===== src/rtl/mem_arb_pkg.sv =====
package mem_arb_pkg;
    // Arbitration policy encoding shared by the top and its checker
    typedef enum logic {
        POL_FIXED  = 1'b0,
        POL_ROTATE = 1'b1
    } policy_e;
endpackage


===== src/rtl/arb_select.sv =====
// arb_select: combinational winner search over N requesters.
// Fixed policy searches upward from index 0; rotating policy searches
// upward from start_ptr with wrap-around.
// Assumes N >= 2 and start_ptr < N.
module arb_select #(
    parameter int N   = 4,
    parameter int IDW = $clog2(N)
) (
    input  logic           rotate,
    input  logic [IDW-1:0] start_ptr,
    input  logic [N-1:0]   req,
    output logic [N-1:0]   grant,
    output logic [IDW-1:0] gid,
    output logic           any
);
    // Scan from the chosen start index and keep the first requester found
    always_comb begin
        int base;
        int idx;
        grant = '0;
        gid   = '0;
        any   = 1'b0;
        base  = rotate ? int'(start_ptr) : 0;
        for (int k = 0; k < N; k++) begin
            idx = base + k;
            if (idx >= N) idx = idx - N;
            if (!any && req[idx]) begin
                grant[idx] = 1'b1;
                gid        = IDW'(idx);
                any        = 1'b1;
            end
        end
    end
endmodule


===== src/rtl/tag_pipe.sv =====
// tag_pipe: shift register that delays a read tag (client id and half
// enables) by DEPTH cycles, matching the memory latency.
// Assumes DEPTH >= 1; synchronous reset clears every stage.
module tag_pipe #(
    parameter int DEPTH = 4,
    parameter int IDW   = 2
) (
    input  logic           clk,
    input  logic           rst_n,
    input  logic           in_live,
    input  logic [IDW-1:0] in_id,
    input  logic           in_lo,
    input  logic           in_hi,
    output logic           out_live,
    output logic [IDW-1:0] out_id,
    output logic           out_lo,
    output logic           out_hi
);
    logic [DEPTH-1:0] live_q;
    logic [DEPTH-1:0] lo_q;
    logic [DEPTH-1:0] hi_q;
    logic [IDW-1:0]   id_q [DEPTH];

    // Stage 0 captures the new tag each cycle
    always_ff @(posedge clk) begin
        if (!rst_n) begin
            live_q[0] <= 1'b0;
            lo_q[0]   <= 1'b0;
            hi_q[0]   <= 1'b0;
            id_q[0]   <= '0;
        end else begin
            live_q[0] <= in_live;
            lo_q[0]   <= in_lo;
            hi_q[0]   <= in_hi;
            id_q[0]   <= in_id;
        end
    end

    genvar s;
    generate
        for (s = 1; s < DEPTH; s++) begin : g_stage
            // Each later stage copies the one before it
            always_ff @(posedge clk) begin
                if (!rst_n) begin
                    live_q[s] <= 1'b0;
                    lo_q[s]   <= 1'b0;
                    hi_q[s]   <= 1'b0;
                    id_q[s]   <= '0;
                end else begin
                    live_q[s] <= live_q[s-1];
                    lo_q[s]   <= lo_q[s-1];
                    hi_q[s]   <= hi_q[s-1];
                    id_q[s]   <= id_q[s-1];
                end
            end
        end
    endgenerate

    assign out_live = live_q[DEPTH-1];
    assign out_lo   = lo_q[DEPTH-1];
    assign out_hi   = hi_q[DEPTH-1];
    assign out_id   = id_q[DEPTH-1];
endmodule


===== src/rtl/mem_arbiter.sv =====
// mem_arbiter: lets N_CLIENTS share one fixed-latency memory port.
// Grants are combinational in the request cycle; read valids return
// LATENCY cycles later through tag_pipe. The policy input is captured
// only in idle cycles. Assumes the memory returns read data exactly
// LATENCY cycles after a command and N_CLIENTS >= 2.
module mem_arbiter #(
    parameter int N_CLIENTS = 4,
    parameter int ADDR_W    = 8,
    parameter int DATA_W    = 64,
    parameter int LATENCY   = 4
) (
    input  logic                          clk,
    input  logic                          rst_n,
    input  logic                          policy_sel,
    input  logic [N_CLIENTS-1:0]          cl_req,
    input  logic [N_CLIENTS-1:0]          cl_wr,
    input  logic [N_CLIENTS-1:0]          cl_lo_en,
    input  logic [N_CLIENTS-1:0]          cl_hi_en,
    input  logic [N_CLIENTS*ADDR_W-1:0]   cl_addr,
    input  logic [N_CLIENTS*DATA_W-1:0]   cl_wdata,
    output logic [N_CLIENTS-1:0]          cl_ack,
    output logic [DATA_W-1:0]             cl_rdata,
    output logic [N_CLIENTS-1:0]          cl_dv,
    output logic [N_CLIENTS-1:0]          cl_dv_lo,
    output logic [N_CLIENTS-1:0]          cl_dv_hi,
    output logic                          mem_en,
    output logic                          mem_we,
    output logic [1:0]                    mem_be,
    output logic [ADDR_W-1:0]             mem_addr,
    output logic [DATA_W-1:0]             mem_wdata,
    input  logic [DATA_W-1:0]             mem_rdata
);
    import mem_arb_pkg::*;

    localparam int IDW = $clog2(N_CLIENTS);
    localparam logic [IDW-1:0] LAST_ID = IDW'(N_CLIENTS - 1);

    policy_e          mode_q;
    logic [IDW-1:0]   ptr_q;
    logic [N_CLIENTS-1:0] grant;
    logic [IDW-1:0]   gid;
    logic             found;
    logic             take;
    logic             p_live;
    logic [IDW-1:0]   p_id;
    logic             p_lo;
    logic             p_hi;

    // Policy register: updates only when no client is requesting
    always_ff @(posedge clk) begin
        if (!rst_n)         mode_q <= POL_FIXED;
        else if (~|cl_req)  mode_q <= policy_e'(policy_sel);
    end

    arb_select #(.N(N_CLIENTS), .IDW(IDW)) i_sel (
        .rotate    (mode_q == POL_ROTATE),
        .start_ptr (ptr_q),
        .req       (cl_req),
        .grant     (grant),
        .gid       (gid),
        .any       (found)
    );

    assign take = found && rst_n;

    // Rotation pointer: moves past the latest grantee, holds when idle
    always_ff @(posedge clk) begin
        if (!rst_n)     ptr_q <= '0;
        else if (take)  ptr_q <= (gid == LAST_ID) ? '0 : gid + 1'b1;
    end

    // Route the winning command to the memory port
    always_comb begin
        cl_ack    = take ? grant : '0;
        mem_en    = take;
        mem_we    = cl_wr[gid];
        mem_be    = {cl_hi_en[gid], cl_lo_en[gid]};
        mem_addr  = cl_addr[int'(gid)*ADDR_W +: ADDR_W];
        mem_wdata = cl_wdata[int'(gid)*DATA_W +: DATA_W];
    end

    tag_pipe #(.DEPTH(LATENCY), .IDW(IDW)) i_pipe (
        .clk      (clk),
        .rst_n    (rst_n),
        .in_live  (take && !cl_wr[gid]),
        .in_id    (gid),
        .in_lo    (cl_lo_en[gid]),
        .in_hi    (cl_hi_en[gid]),
        .out_live (p_live),
        .out_id   (p_id),
        .out_lo   (p_lo),
        .out_hi   (p_hi)
    );

    assign cl_rdata = mem_rdata;

    genvar c;
    generate
        for (c = 0; c < N_CLIENTS; c++) begin : g_dv
            // Decode the returning tag into this client's valids
            always_comb begin
                cl_dv[c]    = p_live && (p_id == IDW'(c));
                cl_dv_lo[c] = cl_dv[c] && p_lo;
                cl_dv_hi[c] = cl_dv[c] && p_hi;
            end
        end
    endgenerate
endmodule


===== config.mk =====
export PLATFORM = sky130hd
export DESIGN_NAME = mem_arbiter
export DESIGN_NICKNAME = d
export VERILOG_FILES = /design/src/rtl/mem_arb_pkg.sv /design/src/rtl/arb_select.sv /design/src/rtl/tag_pipe.sv /design/src/rtl/mem_arbiter.sv
export SDC_FILE = /design/constraint.sdc
export NUM_CORES = 1
export LEC_CHECK = 0
export CAP_MARGIN = 40
export CORE_AREA = 5 5 204 206
export CTS_CLUSTER_DIAMETER = 120
export DETAILED_ROUTE_END_ITERATION = 7
export DIE_AREA = 0 0 209 211
export PLACE_DENSITY_LB_ADDON = 0.2
export SETUP_SLACK_MARGIN = 0.02
export SLEW_MARGIN = 25
export SYNTH_ARGS = -nofsm -noshare
export SYNTH_HDL_FRONTEND = slang
export SYNTH_SLANG_ARGS = --single-unit

===== constraint.sdc =====
create_clock -name clk -period 4.1 [get_ports clk]
set_input_delay 0.41 -clock clk [delete_from_list [all_inputs] [get_ports clk]]
set_output_delay 0.41 -clock clk [all_outputs]
set_load 0.05 [all_outputs]

==> impl_metrics.yaml, run 1 <==
status:
  status: "complete, no violations"
worst_setup_path:
  arrival_ns: 3.57
  crit_path_max_fanout: 62
  cp.required_ns: 3.69
  crit_type: "in2out"
  reg2regPathDepth: 7
  cp-end-kind: "primary output"
  worst-r2r-setup-slack_ns: 1.38
  critPathLaunchType: "input port"
  crit_path_end: "mem_wdata[6]"
  rr_startpoint: "ptr_q[0]$_SDFFE_PN0P_"
  startpoint: "cl_req[3]"
  r2r_end: "i_pipe.lo_q[0]$_SDFF_PN0_"
floorplan:
  start_util_pct: 17.43
  die_width_um: 209
  ios: 527
  coreArea_um2: 39460
  die_h_um: 211
  die_area_um2: 44100
  num_rows: 73
clock_network:
  numCtsBuffers: 3
  cts_setup_buffers: 0
  hold_buffers: 0
  cts_tree: "yes"
  ctsLongestPathBuffers: 2
  cts_max_level: 1
  clkLatencyLatePin_ns: 0.25
  clkTransAtPathRegs_ns: 0.06
  clock_sinks: 23
  cts_root_buffer: "clkbuf_16"
  cts_resized: 1
logic_synthesis:
  synthCells: 1014
  yosys_register_bits: 23
  syn_nets: 1385
  synthDistinctLibCells: 52
  yosys.area.top_type: "a211oi_1"
  synth_edf_count: 0
  avgSynthCellArea_um2: 6.783
  yosysWarnings: 0
  ys_seq_area_share_pct: 6.695
  ys_top_cells_by_area: "a211oi_1, and3_1, buf_4"
  synth-async-reset-ratio_pct: 0
  synth_area_um2: 6878
  synth_top_flop_cell: "dfxtp_1"
  yosysTopAreaCellShare_pct: 31.76
worst_hold_path:
  min_path_type: "reg2reg"
layout:
  fin_cells: 1810
  fill_cells: 4265
  layout_commonest_cell: "clkdlybuf4s50_1"
  drive_gt1_share_pct: 13.27
  mostFrequentLayoutCells: "clkdlybuf4s50_1, and3_1, a211oi_1"
  nets: 1653
  syn2layout_area_growth_pct: 75.68
grt:
  grt.overflow.total: 0
  grt_pass1_vias: 9661
  grt_first_pass_wirelength_um: 60370
  grt_start_max_net_pins: 183
  antenna_found_initial: 6
  grt_usage_pct: 16.81
sta:
  skew_ns: 0.002816
  finalHoldViolations: 0
  max_freq_mhz: 251.3
  worstMarginPinSlew_ns: 0.6091
  fin_setup_tns_ns: 0
  final-setup-viol-count: 0
  finalCritPeriodShare_pct: 97.06
  rsz0062_at_grt: "yes"
  slew_viol_final: 0
  relSlewSlack_pct: 59.02
  post-route-min-period_ns: 3.979
detailed_routing:
  wl_per_cell_um: 22.53
  vias_per_cell: 5.371
  vias: 9722
  drtPass1Iterations: 5
  drt_wl_total_um: 40780
  drt_iter0_drc: 592
  drt_drc_violations_left: 0
  drtAntennaViolNets: 0
place:
  dp_cells: 1802
  dp_hpwl_um: 29780
  io_buffers: 398
  gp_congestion: 0.8339
power:
  p_per_area_nw_per_um2: 198.1
  ir_worst_vdd_mv: 0.1334
  p_leak_nw: 4.686
run:
  drv_cap: 0
## sequential cells by signal (all words and copies together), names as in the netlist, 2 cells and up
register       cells
i_pipe.id_q        8
i_pipe.hi_q        3
i_pipe.live_q      3
i_pipe.lo_q        3
ptr_q              2
## through the flow
step,cell area (µm²),hold WS [ns],util (%),worst slack [ns],power (mW)
finish,12080,0.4318,30.62,0.1206,2.393
detailed placement,11960,0.4169,30.32,0.1312,2.184
global route,12080,0.4449,30.62,0.004711,2.507
global placement,11960,0.4138,30.32,0.1436,2.179
CTS,12050,0.4313,30.54,0.04768,2.401
floorplan,6879,0.4119,-,0.2130,1.300
## cell families after synthesis
kind of cell           count (synthesis)  share of synthesized area, %
DFF                                   23                         6.695
AOI/OAI and AO/OA                    339                         36.62
muxes                                  3                        0.6185
buffers and inverters                210                         16.41
and+or+nand+nor                      439                         39.66
## layer usage
layer  track usage (%)  routed length [µm]  vias to the layer above
met2             29.24               20270                      413
met4             4.680                1059                        4
met3             3.594                2835                       61
met5                 0                  32                        -
li1                  -                   -                     4538
met1             21.08               16580                     4706
## cell usage after synthesis (4+ instances only)
master and count:
buf_4 67, a21oi_1 6, clkbuf_1 78, nor2_1 6, inv_1 7, nand3_1 10
nor3_1 4, buf_2 53, o21ai_0 10, and3_1 293, dfxtp_1 23, and2_1 27
a211oi_1 291, nor4_1 71, nand2_1 8
## critical path, cell delays in order
cell and delay [ns]:
clkdlybuf4s50_1 0.62, mux4_2 0.53, or3_4 0.42, nand2_4 0.26, buf_12 0.30, a211oi_1 0.13
nor4_1 0.58, buf_12 0.22
## worst min path at each step
stage / from / to / cells past startpoint / slack, ns
6_report: i_pipe.lo_q[2]$_SDFF_PN0_ / i_pipe.out_lo$_SDFF_PN0_ / 1 / 0.43
5_1_grt: i_pipe.hi_q[0]$_SDFF_PN0_ / i_pipe.hi_q[1]$_SDFF_PN0_ / 1 / 0.44
4_1_cts: i_pipe.lo_q[2]$_SDFF_PN0_ / i_pipe.out_lo$_SDFF_PN0_ / 1 / 0.43
3_5_place_dp: i_pipe.lo_q[2]$_SDFF_PN0_ / i_pipe.out_lo$_SDFF_PN0_ / 1 / 0.42
2_1_floorplan: i_pipe.hi_q[0]$_SDFF_PN0_ / i_pipe.hi_q[1]$_SDFF_PN0_ / 1 / 0.41
3_3_place_gp: i_pipe.hi_q[1]$_SDFF_PN0_ / i_pipe.hi_q[2]$_SDFF_PN0_ / 1 / 0.41
## cell type report
| class | count | area, µm² | area share, % |
|---|---|---|---|
| clock buffer | 3 | 75.07 | 0.6213 |
| sequential | 23 | 461.7 | 3.821 |
| multi-input combinational | 781 | 5378 | 44.51 |
| timing repair buffer | 466 | 5470 | 45.27 |
| tap | 525 | 656.9 | 5.436 |
| clock inverter | 1 | 5.005 | 0.04142 |
| antenna | 4 | 10.01 | 0.08284 |
| inverter | 7 | 26.28 | 0.2175 |
## where the power goes
group	internal, mW	total, mW	switching, mW
clock	0.131	0.208	0.0773
combinational	0.961	1.94	0.981
sequential	0.235	0.242	0.00748
total	1.33	2.39	1.07
Power figures use the tool's default switching activity.
==> inputs of run 2 (changes only) <==
--- a/config.mk
+++ b/config.mk
@@ -6,13 +6,14 @@
 export NUM_CORES = 1
 export LEC_CHECK = 0
 export CAP_MARGIN = 40
-export CORE_AREA = 5 5 204 206
+export CORE_AREA = 5 5 202 204
 export CTS_CLUSTER_DIAMETER = 120
 export DETAILED_ROUTE_END_ITERATION = 7
-export DIE_AREA = 0 0 209 211
+export DIE_AREA = 0 0 207 209
 export PLACE_DENSITY_LB_ADDON = 0.2
 export SETUP_SLACK_MARGIN = 0.02
 export SLEW_MARGIN = 25
 export SYNTH_ARGS = -nofsm -noshare
 export SYNTH_HDL_FRONTEND = slang
+export SYNTH_HIERARCHICAL = 1
 export SYNTH_SLANG_ARGS = --single-unit
==> impl_metrics.yaml, run 2 <==
clock_network:
  cts_tree: "yes"
  numCtsBuffers: 3
  cts_root_buffer: "clkbuf_16"
  cts_max_level: 1
  cts_resized: 0
  hold_buffers: 0
  ctsLongestPathBuffers: 2
  clock_sinks: 23
  clkTransAtPathRegs_ns: 0.06
  clkLatencyLatePin_ns: 0.25
  cts_setup_buffers: 0
power:
  p_leak_nw: 2.797
  total_power_mw: 1.641
  ir_worst_vdd_mv: 0.09512
  p_per_area_nw_per_um2: 211.3
worst_setup_path:
  arrival_ns: 3.50
  crit_path_max_fanout: 16
  cp-end-kind: "primary output"
  crit_chain: "clkdlybuf4s50_1, mux2_2, a221o_1, or4_4, o211ai_1, mux2_8, buf_12, mux4_2, buf_4"
  cp.required_ns: 3.69
  crit_type: "in2out"
  worst-r2r-setup-slack_ns: 0.86
  max_stage_delay_ns: 0.53
  crit_slowest_cell: "mux4_2"
  critPathLaunchType: "input port"
  crit_family: "multiplexers"
  cp_num_buf_inv: 3
layout:
  fin_cells: 1164
  mostFrequentLayoutCells: "clkdlybuf4s50_1, buf_4, mux4_2"
  drive_gt1_share_pct: 32.55
  syn2layout_area_growth_pct: 113.2
  regMostFlops: "i_pipe/id_q"
  register_area_um2: 460.4
  layout_commonest_cell: "clkdlybuf4s50_1"
  nets: 1012
  largest_register_ffs: 8
  design_area_um2: 7766
  fin_util_pct: 19.87
  fill_cells: 4405
  multi_input_area_um2: 2495
  antenna_cells: 0
grt:
  grt.overflow.total: 0
  grt_start_max_net_pins: 30
  grt_first_pass_wirelength_um: 32040
  grt_pass1_vias: 4520
  antenna_found_initial: 1
  grt_usage_pct: 9.768
sta:
  final-setup-viol-count: 0
  fin_setup_tns_ns: 0
  worstMarginPinSlew_ns: 0.7066
  finalHoldViolations: 0
  slew_viol_final: 0
  relSlewSlack_pct: 52.58
  setup_slack_ns: 0.1906
  finalCritPeriodShare_pct: 95.35
  max_freq_mhz: 255.8
  rsz0062_at_grt: "no"
  post-route-min-period_ns: 3.909
  timing.hold.ws_ns: 0.4271
  skew_ns: 0.0005000
logic_synthesis:
  yosysWarnings: 6
  synth.most_common_cell: "mux4_2"
  yosys_register_bits: 23
  yosys.area.top_type: "mux4_2"
  synthCells: 300
  avgSynthCellArea_um2: 12.14
  synth_area_um2: 3643
  synth_edf_count: 0
  yosysTopAreaCellShare_pct: 46.98
  syn_nets: 672
  ys_top_cells_by_area: "mux4_2, buf_4, dfxtp_1"
  synthDistinctLibCells: 56
  ys_seq_area_share_pct: 12.64
  netlist_top_cells_count: "mux4_2, buf_4, dfxtp_1, and2_1"
  synth_top_flop_cell: "dfxtp_1"
  synth-async-reset-ratio_pct: 0
place:
  place_area_um2: 7687
  post-place-ws_ns: 0.1298
  gp_congestion: 0.8492
  dp_hpwl_um: 20510
  io_buffers: 398
  dp_cells: 1160
detailed_routing:
  vias_per_cell: 3.459
  drt_iter0_drc: 186
  drt_drc_violations_left: 0
  drtPass1Iterations: 4
  vias: 4026
  drtAntennaViolNets: 0
  wl_per_cell_um: 19.58
  drt_wl_total_um: 22790
run:
  drv_cap: 0
floorplan:
  start_util_pct: 9.320
  die_h_um: 209
  die_width_um: 207
  coreArea_um2: 39090
  num_rows: 73
  die_area_um2: 43260
  ios: 527
status:
  status: "complete, no violations"
worst_hold_path:
  min_path_type: "reg2reg"
## run 2: path summary, 6_finish.rpt
| kind | start | endpoint | cells after the start |
|---|---|---|---|
| worst max-delay path | cl_req[2] | mem_wdata[32] | 9 |
| worst min-delay path | i_pipe/id_q[2][0]$_SDFF_PN0_ | i_pipe/id_q[3][0]$_SDFF_PN0_ | 1 |
| worst max register to register | ptr_q[1]$_SDFFE_PN0N_ | i_pipe/hi_q[0]$_SDFF_PN0_ | 9 |
| worst min register to register | i_pipe/id_q[2][0]$_SDFF_PN0_ | i_pipe/id_q[3][0]$_SDFF_PN0_ | 1 |
## run 2: cell type report
| type | count | share of cell area, % |
|---|---|---|
| repair buffers | 424 | 52.23 |
| multi-input cells | 183 | 32.12 |
| well taps | 525 | 8.458 |
| flip-flops and latches | 23 | 5.929 |
| clock buffers | 4 | 1.015 |
| inverters | 5 | 0.2417 |
## run 2: cells by family after synthesis
logic type	Yosys count	synth area share, %
DFF	23	12.64
AOI/OAI and AO/OA	30	6.594
buffers and inverters	94	19.61
and+or+nand+nor	69	11.85
adders and majority gates	1	0.3434
xor gates and xnor gates	1	0.2404
muxes	82	48.73
## run 2: routing by layer
metal  GRT usage, %  part of all wire, %  up-vias
met5              0                0.057        -
met4          1.163                  1.0        2
met3          3.873                  9.9       23
met2          16.26                   49      281
met1          12.37                   40     1914
li1               -                    -     1806
## run 2: report_power, final
group          leakage (nW)  switching [mW]  internal (mW)
sequential            0.188         0.00684          0.234
combinational          2.57           0.608          0.586
clock                0.0382          0.0735          0.132
total                  2.80           0.688          0.952
